File: src/rtl/trig_pkg.sv
package trig_pkg;
    localparam int TYPE_ADDR_MATCH = 2;
    localparam int BIT_M = 6;
    localparam int BIT_X = 2;
    localparam int BIT_S = 1;
    localparam int BIT_L = 0;
    localparam int CAUSE_BREAK = 3;

    typedef enum logic [1:0] {
        REG_SEL   = 2'd0,
        REG_CTRL  = 2'd1,
        REG_MATCH = 2'd2,
        REG_NONE  = 2'd3
    } trig_reg_e;

    typedef struct packed {
        logic m;
        logic x;
        logic l;
        logic s;
    } trig_en_t;
endpackage

File: src/rtl/trig_legal.sv
module trig_legal
    import trig_pkg::*;
#(
    parameter int XLEN = 64
) (
    input  logic [XLEN-1:0] wdata,
    output trig_en_t        legal
);
    // Only machine-mode matching exists: without it nothing may be enabled.
    always_comb begin
        if (wdata[BIT_M]) begin
            legal.m = 1'b1;
            legal.x = wdata[BIT_X];
            legal.l = wdata[BIT_L];
            legal.s = wdata[BIT_S];
        end else begin
            legal = '0;
        end
    end
endmodule

File: src/rtl/trig_slot.sv
module trig_slot
    import trig_pkg::*;
#(
    parameter int XLEN = 64
) (
    input  logic            clk,
    input  logic            rst_n,
    input  logic            ctrl_we,
    input  logic            match_we,
    input  logic [XLEN-1:0] wdata,
    input  logic            fetch_valid,
    input  logic [XLEN-1:0] fetch_addr,
    input  logic            load_valid,
    input  logic [XLEN-1:0] load_addr,
    input  logic            store_valid,
    input  logic [XLEN-1:0] store_addr,
    output trig_en_t        en_o,
    output logic [XLEN-1:0] match_o,
    output logic            hit_f,
    output logic            hit_l,
    output logic            hit_s
);
    trig_en_t        en_q;
    trig_en_t        en_legal;
    logic [XLEN-1:0] match_q;

    trig_legal #(.XLEN(XLEN)) legal_i (
        .wdata (wdata),
        .legal (en_legal)
    );

    always_ff @(posedge clk) begin
        if (!rst_n) begin
            en_q    <= '0;
            match_q <= '0;
        end else begin
            if (ctrl_we)  en_q    <= en_legal;
            if (match_we) match_q <= wdata;
        end
    end

    always_comb begin
        hit_f = en_q.m && en_q.x && fetch_valid && (fetch_addr == match_q);
        hit_l = en_q.m && en_q.l && load_valid  && (load_addr  == match_q);
        hit_s = en_q.m && en_q.s && store_valid && (store_addr == match_q);
    end

    assign en_o    = en_q;
    assign match_o = match_q;
endmodule

File: src/rtl/trig_unit.sv
module trig_unit
    import trig_pkg::*;
#(
    parameter int XLEN    = 64,
    parameter int NTRIG   = 2,
    parameter int CAUSE_W = 6
) (
    input  logic               clk,
    input  logic               rst_n,
    input  logic               csr_we,
    input  logic [1:0]         csr_addr,
    input  logic [XLEN-1:0]    csr_wdata,
    output logic [XLEN-1:0]    csr_rdata,
    input  logic               fetch_valid,
    input  logic [XLEN-1:0]    fetch_addr,
    input  logic               load_valid,
    input  logic [XLEN-1:0]    load_addr,
    input  logic               store_valid,
    input  logic [XLEN-1:0]    store_addr,
    output logic               brk_req,
    output logic [CAUSE_W-1:0] brk_cause,
    output logic [XLEN-1:0]    brk_tval,
    output logic               fetch_block,
    output logic               load_block,
    output logic               store_block
);
    localparam int SEL_W = (NTRIG > 1) ? $clog2(NTRIG) : 1;

    trig_reg_e       reg_sel;
    logic [SEL_W-1:0] sel_q;
    trig_en_t        en_v    [NTRIG];
    logic [XLEN-1:0] match_v [NTRIG];
    logic [NTRIG-1:0] hf, hl, hs;
    trig_en_t        rd_en;
    logic [XLEN-1:0] rd_match;

    assign reg_sel = trig_reg_e'(csr_addr);

    always_ff @(posedge clk) begin
        if (!rst_n)
            sel_q <= '0;
        else if (csr_we && reg_sel == REG_SEL && csr_wdata < XLEN'(NTRIG))
            sel_q <= csr_wdata[SEL_W-1:0];
    end

    for (genvar g = 0; g < NTRIG; g++) begin : g_slot
        trig_slot #(.XLEN(XLEN)) slot_i (
            .clk         (clk),
            .rst_n       (rst_n),
            .ctrl_we     (csr_we && reg_sel == REG_CTRL  && sel_q == SEL_W'(g)),
            .match_we    (csr_we && reg_sel == REG_MATCH && sel_q == SEL_W'(g)),
            .wdata       (csr_wdata),
            .fetch_valid (fetch_valid),
            .fetch_addr  (fetch_addr),
            .load_valid  (load_valid),
            .load_addr   (load_addr),
            .store_valid (store_valid),
            .store_addr  (store_addr),
            .en_o        (en_v[g]),
            .match_o     (match_v[g]),
            .hit_f       (hf[g]),
            .hit_l       (hl[g]),
            .hit_s       (hs[g])
        );
    end

    always_comb begin
        rd_en    = '0;
        rd_match = '0;
        for (int i = 0; i < NTRIG; i++) begin
            if (sel_q == SEL_W'(i)) begin
                rd_en    = en_v[i];
                rd_match = match_v[i];
            end
        end
    end

    always_comb begin
        csr_rdata = '0;
        unique case (reg_sel)
            REG_SEL:   csr_rdata = XLEN'(sel_q);
            REG_CTRL: begin
                csr_rdata[XLEN-1 -: 4] = 4'(TYPE_ADDR_MATCH);
                csr_rdata[BIT_M] = rd_en.m;
                csr_rdata[BIT_X] = rd_en.x;
                csr_rdata[BIT_S] = rd_en.s;
                csr_rdata[BIT_L] = rd_en.l;
            end
            REG_MATCH: csr_rdata = rd_match;
            REG_NONE:  csr_rdata = '0;
        endcase
    end

    always_comb begin
        fetch_block = |hf;
        load_block  = |hl;
        store_block = |hs;
        brk_req     = fetch_block || load_block || store_block;
        brk_cause   = brk_req ? CAUSE_W'(CAUSE_BREAK) : '0;
        if (fetch_block)      brk_tval = fetch_addr;
        else if (load_block)  brk_tval = load_addr;
        else if (store_block) brk_tval = store_addr;
        else                  brk_tval = '0;
    end
endmodule

File: config.mk
export PLATFORM = sky130hd
export DESIGN_NAME = trig_unit
export DESIGN_NICKNAME = d
export VERILOG_FILES = /design/src/rtl/trig_pkg.sv /design/src/rtl/trig_legal.sv /design/src/rtl/trig_slot.sv /design/src/rtl/trig_unit.sv
export SDC_FILE = /design/constraint.sdc
export NUM_CORES = 1
export LEC_CHECK = 0
export CORE_MARGIN = 4
export CORE_UTILIZATION = 55
export DETAILED_ROUTE_END_ITERATION = 8
export DONT_BUFFER_PORTS = 1
export HOLD_SLACK_MARGIN = 0.12
export PLACE_DENSITY_LB_ADDON = 0.08
export SETUP_SLACK_MARGIN = 0.15
export SLEW_MARGIN = 0
export SYNTH_ARGS = -nofsm -noshare
export SYNTH_HDL_FRONTEND = slang
export SYNTH_HIERARCHICAL = 1
export SYNTH_SLANG_ARGS = --single-unit
File: constraint.sdc
create_clock -name clk -period 2.5 [get_ports clk]
set_input_delay 0.375 -clock clk [delete_from_list [all_inputs] [get_ports clk]]
set_output_delay 0.375 -clock clk [all_outputs]
set_load 0.05 [all_outputs]
==> impl_metrics.ini, run 1 <==
[outcome]
outcome = aborted with a tool error
lastStage = global routing
error = [ERROR GRT-0232] Routing congestion too high. Check the congestion heatmap in the GUI.

[synth]
synth.most_common_cell = xnor2_1
synth_top_family_by_area = XOR/XNOR gates
ys_types = 32
synth_common_cells = 288 x xnor2_1, 197 x mux2i_1, 194 x nor2b_1
synth_compound_area_share_pct = 7.08
synth.mux.area_fraction_pct = 16.6
synth.area.top_cells = dfxtp_1 23%, xnor2_1 21%, mux2i_1 16%, nor2b_1 10%, xor2_1 6.9%
ys_seq_elements = 137
ys_warn_count = 6
synth.largest_area_cell = dfxtp_1
syn_area_per_cell_um2 = 8.68
synthAdderAreaFrac_pct = 0.412
yosys.area_share.simple_pct = 22.1
synth_xor_area_share_pct = 27.7
ys.flop_type = dfxtp_1
synthDominantCellAreaShare_pct = 22.6
seq_area_frac_synth_pct = 22.6
synth_edf_count = 0
async_flop_share_pct = 0
synthCells = 1397
syn_area_um2 = 12100

[timing]
endpoint_type = top-level output
worst_endpoint = brk_tval[4]

[global_route]
grt_start_max_net_pins = 125
overflow = 101
globalRouteTotalUtil_pct = 78.6

[cts]
clockBufferDepth = 2
tritoncts.num_buffers = 17
h-tree-depth = 4
root_buffer = clkbuf_16
cts_sinks = 137

[placed_design]
io_buffer_count = 0
globalplace.congestion = 1.09
pre_cts_ws_ns = -0.876
dpl.hpwl_um = 51600
placed_cell_area_um2 = 17200

[floorplan]
num_io_pins = 402
rows = 54
die_h_um = 157
start_util_pct = 55.8
fp.dieW_um = 157
## metrics by stage
step | setup TNS, ns | instances
4_1_cts | -62.63 | 2123
3_5_place_dp | -51.16 | 2016
3_3_place_gp | -54.38 | 2016
2_1_floorplan | -10.55 | 1400
## cell families after synthesis
group / Yosys count
simple gates: 449
xor+xnor: 384
mux: 201
compound gates: 137
flops: 137
buf+inv: 84
fa+ha+maj: 4
other cells: 1
## what timing repair did
item,in CTS
cloned,8
setup endpoints to repair,105
hold buffers,38
hold endpoints to repair,123
setup buffers,29
gates resized for setup,142
pin swaps,32
## layer usage
layer / GRT overflow / track usage [%]
met5: 0 / 28.8
met4: 41 / 80.4
met3: 0 / 68.1
met2: 60 / 94.9
met1: 0 / 75.0
==> run 2: changes to the inputs <==
--- a/config.mk
+++ b/config.mk
@@ -6,12 +6,10 @@
 export NUM_CORES = 1
 export LEC_CHECK = 0
 export CORE_MARGIN = 4
-export CORE_UTILIZATION = 55
+export CORE_UTILIZATION = 40
 export DETAILED_ROUTE_END_ITERATION = 8
 export DONT_BUFFER_PORTS = 1
-export HOLD_SLACK_MARGIN = 0.12
-export PLACE_DENSITY_LB_ADDON = 0.08
-export SETUP_SLACK_MARGIN = 0.15
+export PLACE_DENSITY_LB_ADDON = 0.15
 export SLEW_MARGIN = 0
 export SYNTH_ARGS = -nofsm -noshare
 export SYNTH_HDL_FRONTEND = slang
==> constraint.sdc (replaced) <==
create_clock -name clk -period 3.2 [get_ports clk]
set_input_delay 0.48 -clock clk [delete_from_list [all_inputs] [get_ports clk]]
set_output_delay 0.48 -clock clk [all_outputs]
set_load 0.05 [all_outputs]
==> run 2 against run 1 <==
- the flow now finishes, with violations (setup timing)
- synthesized cell count unchanged
- area after synthesis unchanged
==> impl_metrics.ini, run 2 <==
[route]
routedWlPerCell_um = 31.5
drc = 0
ant_nets = 0
via_per_inst = 5.91
first_iter_violations = 1252
vias = 12700
wl_um = 67600
first_pass_iters = 7

[cells_and_area]
final_layout_size_suffix_gt1_share_pct = 38.5
layout_common_cells = 278 x buf_4, 258 x xnor2_1, 197 x mux2i_1, 193 x nor2b_1, 111 x dfxtp_1
largest_reg_flops = 128
final_common_cell = buf_4
syn_to_final_growth_pct = 56.2
multiInputGateArea_um2 = 10500
final_cell_area_um2 = 18900
nFillCells = 2434
fin_cells = 2147
seqCellArea_um2 = 2790
nets = 2011

[critical_path]
path_buf_inv = 5
r2r_slack_ns = 0.83
worstPathMaxFanout = 8
reg2reg_to = g_slot[1].slot_i/match_o[45]$_SDFFE_PN0P_
end_kind = primary output
required_ns = 2.72
cp_slowest_cell = xnor2_1
rr_startpoint = sel_q$_SDFFE_PN0P_
startpoint_type = register
worstRegToRegCells = 5
cp.arrival_ns = 3.21
cp_top_family = simple AND/OR/NAND/NOR gates
worstSetupPathType = reg -> out
cp_cell_sequence = buf_4, xnor2_1, nand3_1, nor3_2, nand3_2, nor4_2, or2_4, buf_6, buf_6, nor2b_4, buf_12, a22oi_1, o21ai_2, buf_12
critPathMaxStageDelay_ns = 0.34

[synth]
synthAdderAreaFrac_pct = 0.412
async_flop_share_pct = 0
synth.most_common_cell = xnor2_1
synth.largest_area_cell = dfxtp_1
ys.flop_type = dfxtp_1
synth_compound_area_share_pct = 7.08
yosys.area_share.simple_pct = 22.1
synth_top_family_by_area = XOR/XNOR gates
synthCells = 1397
synthDominantCellAreaShare_pct = 22.6
ys_types = 32
seq_area_frac_synth_pct = 22.6
synth.mux.area_fraction_pct = 16.6
syn_area_um2 = 12100
synth.area.top_cells = dfxtp_1 23%, xnor2_1 21%, mux2i_1 16%, nor2b_1 10%, xor2_1 6.9%
synth_common_cells = 288 x xnor2_1, 197 x mux2i_1, 194 x nor2b_1
ys_seq_elements = 137
synth_edf_count = 0
ys_warn_count = 6
syn_area_per_cell_um2 = 8.68
synth_xor_area_share_pct = 27.7

[floorplan]
start_util_pct = 40.7
dieArea_um2 = 33200
num_io_pins = 402
die_h_um = 182
core_um2 = 29800
fp.dieW_um = 182
rows = 63

[timing]
worst_slack_ns = -0.495
fmax_mhz = 271
hold_viol_final = 0
whs_ns = 0.168
rsz0062_at_grt = yes
fin_crit_sh_pct = 115
setup_viol = 69
skew_ns = 0.00922
relSlewSlack_pct = 50.6
tightest_slew_ns = 0.741
report.final.slew_viol_count = 0
setup_tns_ns = -28.39
min_period_ns = 3.69

[power_and_ir_drop]
power.density_nw_per_um2 = 253
ir_drop_v = 0.000308
leakagePower_nw = 6.40

[cts]
cts_tree = built
clockBufferDepth = 2
path_clk_slew_ns = 0.07
tritoncts.num_buffers = 17
hold_buffers = 0
root_buffer = clkbuf_16
cts_sinks = 137
h-tree-depth = 4
clkLatencyLatePin_ns = 0.43

[placed_design]
globalplace.congestion = 1.04
io_buffer_count = 0
placed_cell_area_um2 = 16900
dp.cells = 2086
dpl.hpwl_um = 54700

[global_route]
overflow = 0
globalRouteTotalUtil_pct = 39.2
grt_pass1_vias = 12700
grt_pass1_wl_um = 94100
grt_start_max_net_pins = 139
antenna_found_initial = 1

[flow_run]
drv_cap = 0

[min_path]
whs_endpoint = g_slot[1].slot_i/match_o[9]$_SDFFE_PN0P_
hp-class = in -> reg
min_path_cells = 1
min-delay-start = rst_n

[outcome]
outcome = finished with violations
violations = setup timing
run 2: cell families after synthesis:
family,after synthesis
AO/OA/AOI/OAI,137
XOR/XNOR,384
adder cells (fa/ha/maj),4
buffers and inverters,84
flip-flops,137
multiplexers,201
other,1
AND/OR/NAND/NOR,449
run 2: layer usage:
layer  up-vias  wire length [um]  track usage, %
li1       5579                 -               -
met1      6100             25400            49.0
met2       856             30700            63.0
met3       160              7900            11.1
met4         0              3650            17.4
met5         -                 0               0
run 2: repair_timing:
item / CTS / global route
pin swaps: 56 / 16
gates resized for setup: 217 / 6
buffers inserted: 30 / 0
cloned: 8 / 0
setup endpoints to repair: 70 / 69
run 2: how the worst max path moves through the flow:
| stage | end | slack [ns] | cells after the start | from |
|---|---|---|---|---|
| floorplan | brk_tval[54] | -0.07 | 11 | store_addr[21] |
| global placement | brk_tval[46] | -0.79 | 11 | store_addr[16] |
| detailed placement | brk_tval[14] | -0.79 | 11 | store_addr[16] |
| CTS | brk_tval[42] | -0.39 | 15 | g_slot[1].slot_i/match_o[60]$_SDFFE_PN0P_ |
| global route | brk_tval[46] | -0.57 | 14 | g_slot[0].slot_i/match_o[7]$_SDFFE_PN0P_ |
| finish | brk_tval[63] | -0.49 | 14 | g_slot[1].slot_i/match_o[16]$_SDFFE_PN0P_ |
run 2: area by class of cell:
type / instances / area share [%]
timing repair buffer: 406 / 23.8
clock buffer: 18 / 2.26
clock inverter: 14 / 0.977
tap: 390 / 2.58
sequential: 137 / 14.7
inverter: 2 / 0.0396
multi-input combinational: 1179 / 55.6
antenna: 1 / 0.0132
run 2: stage by stage:
stage | power (mW) | util [%] | worst slack (ns)
CTS | 4.76 | 63.7 | -0.393
detailed placement | 2.60 | 56.6 | -0.786
floorplan | 2.30 | - | -0.0655
global route | 4.87 | 63.6 | -0.573
finish | 4.79 | 63.6 | -0.495
global placement | 2.60 | 56.6 | -0.788
run 2: power by group:
group	total, mW	switching (mW)	internal, mW
combinational	0.869	0.443	0.426
sequential	1.77	0.0349	1.73
clock	2.16	0.907	1.25
total	4.79	1.39	3.41
No activity file was read; power rests on OpenSTA's default activity.
==> run 3: changes to the inputs <==
--- a/config.mk
+++ b/config.mk
@@ -10,6 +10,7 @@
 export DETAILED_ROUTE_END_ITERATION = 8
 export DONT_BUFFER_PORTS = 1
 export PLACE_DENSITY_LB_ADDON = 0.15
+export RECOVER_POWER = 100
 export SLEW_MARGIN = 0
 export SYNTH_ARGS = -nofsm -noshare
 export SYNTH_HDL_FRONTEND = slang
==> run 3 against run 2 <==
- the run still ends with setup timing left
- critical path type unchanged
- register-to-register slack got worse by 0.95 ns
- worst hold slack got worse by 0.0014 ns
- global-route usage unchanged
- combinational power decreased by 0.7%
- sequential share of layout area rose by 0.11 points
- total power is 0.11% lower
==> impl_metrics.ini, run 3 (synthesis results as in run 2) <==
[outcome]
outcome = finished with violations
violations = setup timing

[critical_path]
worstSetupPathType = reg -> out
critPathMaxStageDelay_ns = 0.34
worstPathMaxFanout = 8
path_buf_inv = 5
cp_top_family = simple AND/OR/NAND/NOR gates
cp_num_cells = 14
end_kind = primary output
worstRegToRegCells = 5
required_ns = 2.72
cp_cell_sequence = buf_4, xnor2_1, nand3_1, nor3_2, nand3_2, nor4_2, or2_4, buf_6, buf_6, nor2b_4, buf_12, a22oi_1, o21ai_2, buf_12
cp.arrival_ns = 3.22
startpoint_type = register
cp_slowest_cell = a22oi_1

[placed_design]
dpl.hpwl_um = 54700
io_buffer_count = 0
globalplace.congestion = 1.04
placed_cell_area_um2 = 16900

[route]
first_iter_violations = 1277
via_per_inst = 5.91
ant_nets = 0
drc = 0
vias = 12700
routedWlPerCell_um = 31.5
wl_um = 67600
first_pass_iters = 5

[timing]
fmax_mhz = 270
setup_tns_ns = -32.39
skew_ns = 0.00731
fin_crit_sh_pct = 116
rsz0062_at_grt = yes
hold_viol_final = 0
tightest_slew_ns = 1.32
min_period_ns = 3.70
relSlewSlack_pct = 11.9
worst_slack_ns = -0.505
report.final.slew_viol_count = 0
setup_viol = 115

[global_route]
grt_pass1_wl_um = 94100
antenna_found_initial = 2
grt_pass1_vias = 12700
overflow = 0
grt_start_max_net_pins = 139
globalRouteTotalUtil_pct = 39.2

[min_path]
min_path_cells = 1
hp-class = in -> reg

[cts]
root_buffer = clkbuf_16
clockBufferDepth = 2
cts_sinks = 137
clkLatencyLatePin_ns = 0.44
h-tree-depth = 4
hold_buffers = 0
tritoncts.num_buffers = 17
path_clk_slew_ns = 0.07
cts_tree = built

[floorplan]
die_h_um = 182
fp.dieW_um = 182
rows = 63
core_um2 = 29800
dieArea_um2 = 33200
start_util_pct = 40.7
num_io_pins = 402

[power_and_ir_drop]
ir_drop_v = 0.000313
pwr-share-clk_pct = 45.1
p_comb_share_pct = 18.0
leakagePower_nw = 6.32
p_int_mw = 3.40
power_mw = 4.79
p_sw_share_pct = 28.9
p_switching_mw = 1.38
seqPwrFrac_pct = 36.9
power.density_nw_per_um2 = 255

[cells_and_area]
post-route-util_pct = 63.1
final_common_cell = xnor2_1
final_cell_area_um2 = 18800
multiInputGateArea_um2 = 10500
layout_common_cells = 258 x xnor2_1, 230 x buf_4, 197 x mux2i_1, 193 x nor2b_1, 111 x dfxtp_1
nFillCells = 2470
seqCellArea_um2 = 2780
nets = 2011
largest_reg_flops = 128
final_layout_size_suffix_gt1_share_pct = 37.8
syn_to_final_growth_pct = 54.9

[flow_run]
drv_cap = 0
run 3: area by class of cell:
cell class                      instances  share of cell area, %
Timing Repair Buffer                  406                   23.3
Sequential cell                       137                   14.8
Inverter                                2                 0.0399
Tap cell                              390                   2.60
Antenna cell                            1                 0.0133
Multi-Input combinational cell       1179                   56.0
Clock inverter                         14                  0.985
Clock buffer                           18                   2.28
run 3: worst paths after layout:
kind	slack, ns	from	to
worst max-delay path	-0.50	g_slot[1].slot_i/match_o[16]$_SDFFE_PN0P_	brk_tval[63]
worst min-delay path	0.17	rst_n	g_slot[1].slot_i/match_o[9]$_SDFFE_PN0P_
worst max register to register	-0.12	sel_q$_SDFFE_PN0P_	g_slot[1].slot_i/match_o[47]$_SDFFE_PN0P_
worst min register to register	0.56	g_slot[0].slot_i/en_o[0]$_SDFFE_PN0P_	g_slot[0].slot_i/en_o[0]$_SDFFE_PN0P_
run 3: repair_timing:
item | CTS | global route
setup buffers | 30 | 0
pin swaps | 56 | 16
gates resized for setup | 217 | 6
gates cloned | 8 | 0
endpoints found under the hold margin | 0 | 0
setup endpoints to repair | 70 | 69
run 3: layer usage:
layer	up-vias	global-route usage [%]	routed length [um]
met5	-	0	13
met3	172	11.1	7790
li1	5564	-	-
met1	6118	49.0	25500
met2	826	63.0	30600
met4	2	17.4	3690
run 3: power groups by stage:
stage | clock, mW | sequential [mW] | combinational [mW]
2_1_floorplan | 0 | 1.81 | 0.490
3_3_place_gp | 0 | 1.80 | 0.797
4_1_cts | 2.15 | 1.76 | 0.844
5_1_grt | 2.21 | 1.77 | 0.884
3_5_place_dp | 0 | 1.80 | 0.798
6_report | 2.16 | 1.77 | 0.863
run 3: per-stage QoR:
| stage | setup WS [ns] | hold WS, ns | std cells |
|---|---|---|---|
| 2_1_floorplan | -0.0655 | 0.498 | 1400 |
| 3_3_place_gp | -0.788 | 0.539 | 2086 |
| 3_5_place_dp | -0.786 | 0.547 | 2086 |
| 4_1_cts | -0.393 | 0.180 | 2149 |
| 5_1_grt | -0.573 | 0.184 | 2146 |
| 6_report | -0.505 | 0.167 | 2147 |
==> run 4: changes to the inputs <==
--- a/config.mk
+++ b/config.mk
@@ -5,12 +5,14 @@
 export SDC_FILE = /design/constraint.sdc
 export NUM_CORES = 1
 export LEC_CHECK = 0
+export ABC_CLOCK_PERIOD_IN_PS = 3200
 export CORE_MARGIN = 4
 export CORE_UTILIZATION = 40
 export DETAILED_ROUTE_END_ITERATION = 8
 export DONT_BUFFER_PORTS = 1
 export PLACE_DENSITY_LB_ADDON = 0.15
 export RECOVER_POWER = 100
+export SETUP_SLACK_MARGIN = 0.3
 export SLEW_MARGIN = 0
 export SYNTH_ARGS = -nofsm -noshare
 export SYNTH_HDL_FRONTEND = slang
==> run 4 against run 3 <==
- the flow still finishes with violations (setup timing)
- clock power fell by 8%
- final cell count fell by 3.5%
- via count fell by 0.15%
- largest cell class unchanged
- clock-buffer cell count did not move
- cell area fell by 4.3%
==> impl_metrics.ini, run 4 (synthesis results as in run 2) <==
[cts]
hold_buffers = 0
cts_tree = built
root_buffer = clkbuf_16
cts_sinks = 137
clkLatencyLatePin_ns = 0.44
h-tree-depth = 4
path_clk_slew_ns = 0.07
tritoncts.num_buffers = 17
clockBufferDepth = 2

[power_and_ir_drop]
p_switching_mw = 1.39
p_sw_share_pct = 30.4
p_comb_share_pct = 17.6
ir_drop_v = 0.000317
power.density_nw_per_um2 = 254
seqPwrFrac_pct = 39.0
p_int_mw = 3.17
power_mw = 4.56
leakagePower_nw = 5.88
pwr-share-clk_pct = 43.4

[critical_path]
cp.arrival_ns = 3.20
end_kind = primary output
worstPathMaxFanout = 6
worstSetupPathType = reg -> out
startpoint_type = register
cp_slowest_cell = nor4_4
cp_cell_sequence = buf_6, xnor2_2, nand4_1, nor4_4, nand3_1, nor4_2, or2_4, nor2b_4, buf_6, buf_12, buf_12, a22oi_2, o21ai_4, buf_12
crit_top_cell = buf_12
required_ns = 2.72
critPathMaxStageDelay_ns = 0.38

[timing]
skew_ns = 0.00650
relSlewSlack_pct = 10.7
tightest_slew_ns = 1.34
worst_slack_ns = -0.484
rsz0062_at_grt = yes
setup_viol = 104
fmax_mhz = 271
hold_viol_final = 0
fin_crit_sh_pct = 115
report.final.slew_viol_count = 0
min_period_ns = 3.68
whs_ns = 0.176

[global_route]
grt_start_max_net_pins = 139
grt_pass1_vias = 12600
globalRouteTotalUtil_pct = 38.0
grt_pass1_wl_um = 91500
antenna_found_initial = 2
overflow = 0

[cells_and_area]
layout_common_cells = 259 x xnor2_1, 197 x mux2i_1, 193 x nor2b_1, 175 x buf_4, 94 x xor2_1
syn_to_final_growth_pct = 48.2
post-route-util_pct = 60.4
nFillCells = 2618
final_common_cell = xnor2_1
nets = 1937
antenna_cells = 0
largest_reg_flops = 128
final_layout_size_suffix_gt1_share_pct = 36.4

[route]
vias = 12700
wl_um = 66300
via_per_inst = 6.11
first_pass_iters = 5
first_iter_violations = 1419
routedWlPerCell_um = 32.0
ant_nets = 0
drc = 0

[floorplan]
rows = 63
die_h_um = 182
num_io_pins = 402
fp.dieW_um = 182
start_util_pct = 40.7
core_um2 = 29800
dieArea_um2 = 33200

[placed_design]
dpl.hpwl_um = 53200
globalplace.congestion = 1.07
io_buffer_count = 0

[flow_run]
drv_cap = 0

[outcome]
violations = setup timing
outcome = finished with violations

[min_path]
hp-class = in -> reg
run 4: worst paths after layout:
check	start	cells after the start	end	slack, ns
setup / recovery	g_slot[0].slot_i/match_o[60]$_SDFFE_PN0P_	14	brk_tval[18]	-0.48
setup reg to reg	sel_q$_SDFFE_PN0P_	4	g_slot[1].slot_i/match_o[2]$_SDFFE_PN0P_	-0.07
hold reg to reg	g_slot[0].slot_i/en_o[1]$_SDFFE_PN0P_	2	g_slot[0].slot_i/en_o[1]$_SDFFE_PN0P_	0.56
hold / removal	rst_n	1	g_slot[0].slot_i/match_o[4]$_SDFFE_PN0P_	0.18
run 4: power groups by stage:
stage / Combinational (mW) / Sequential (mW) / Clock (mW)
CTS: 0.772 / 1.78 / 1.98
detailed placement: 0.742 / 1.81 / 0
finish: 0.802 / 1.78 / 1.98
global route: 0.824 / 1.78 / 2.05
global placement: 0.742 / 1.81 / 0
floorplan: 0.490 / 1.81 / 0
run 4: per-stage QoR:
step | setup WS [ns] | cells | area, um2 | setup TNS (ns)
after floorplan | 0.151 | 1400 | 12900 | 0
after global placement | -0.307 | 2003 | 16000 | -16.28
after detailed placement | -0.270 | 2003 | 16000 | -13.54
after CTS | -0.353 | 2062 | 17800 | -20.97
after global routing | -0.569 | 2072 | 18000 | -35.06
final | -0.484 | 2072 | 18000 | -31.54
run 4: critical path: cells and delay by family, from the launching register on:
kind / cells / cell delay [ns]
simple gates: 6 / 1.37
flops: 1 / 0.33
xor+xnor: 1 / 0.15
compound gates: 2 / 0.25
buf+inv: 5 / 0.65
run 4: layout make-up:
class / count / area, um2 / share of cell area (%)
Clock buffer: 18 / 439 / 2.44
Clock inverter: 14 / 128 / 0.710
Inverter: 2 / 7.51 / 0.0417
Multi-Input combinational cell: 1179 / 10400 / 58.0
Sequential cell: 137 / 2820 / 15.7
Tap cell: 390 / 488 / 2.71
Timing Repair Buffer: 332 / 3670 / 20.4
run 4: metal layers:
metal | wire [um] | global-route usage, % | share of wire (%)
met1 | 23900 | 45.0 | 36
met3 | 8520 | 13.9 | 13
met2 | 29600 | 59.8 | 45
met5 | 25 | 0 | 0.038
met4 | 4220 | 20.6 | 6.4
run 4: what timing repair did:
| action | CTS | global route |
|---|---|---|
| setup buffers | 17 | 7 |
| pin swaps | 48 | 31 |
| hold endpoints to repair | 0 | 0 |
| endpoints found under the setup margin | 70 | 70 |
| resized for setup | 194 | 35 |
| gates cloned | 10 | 3 |
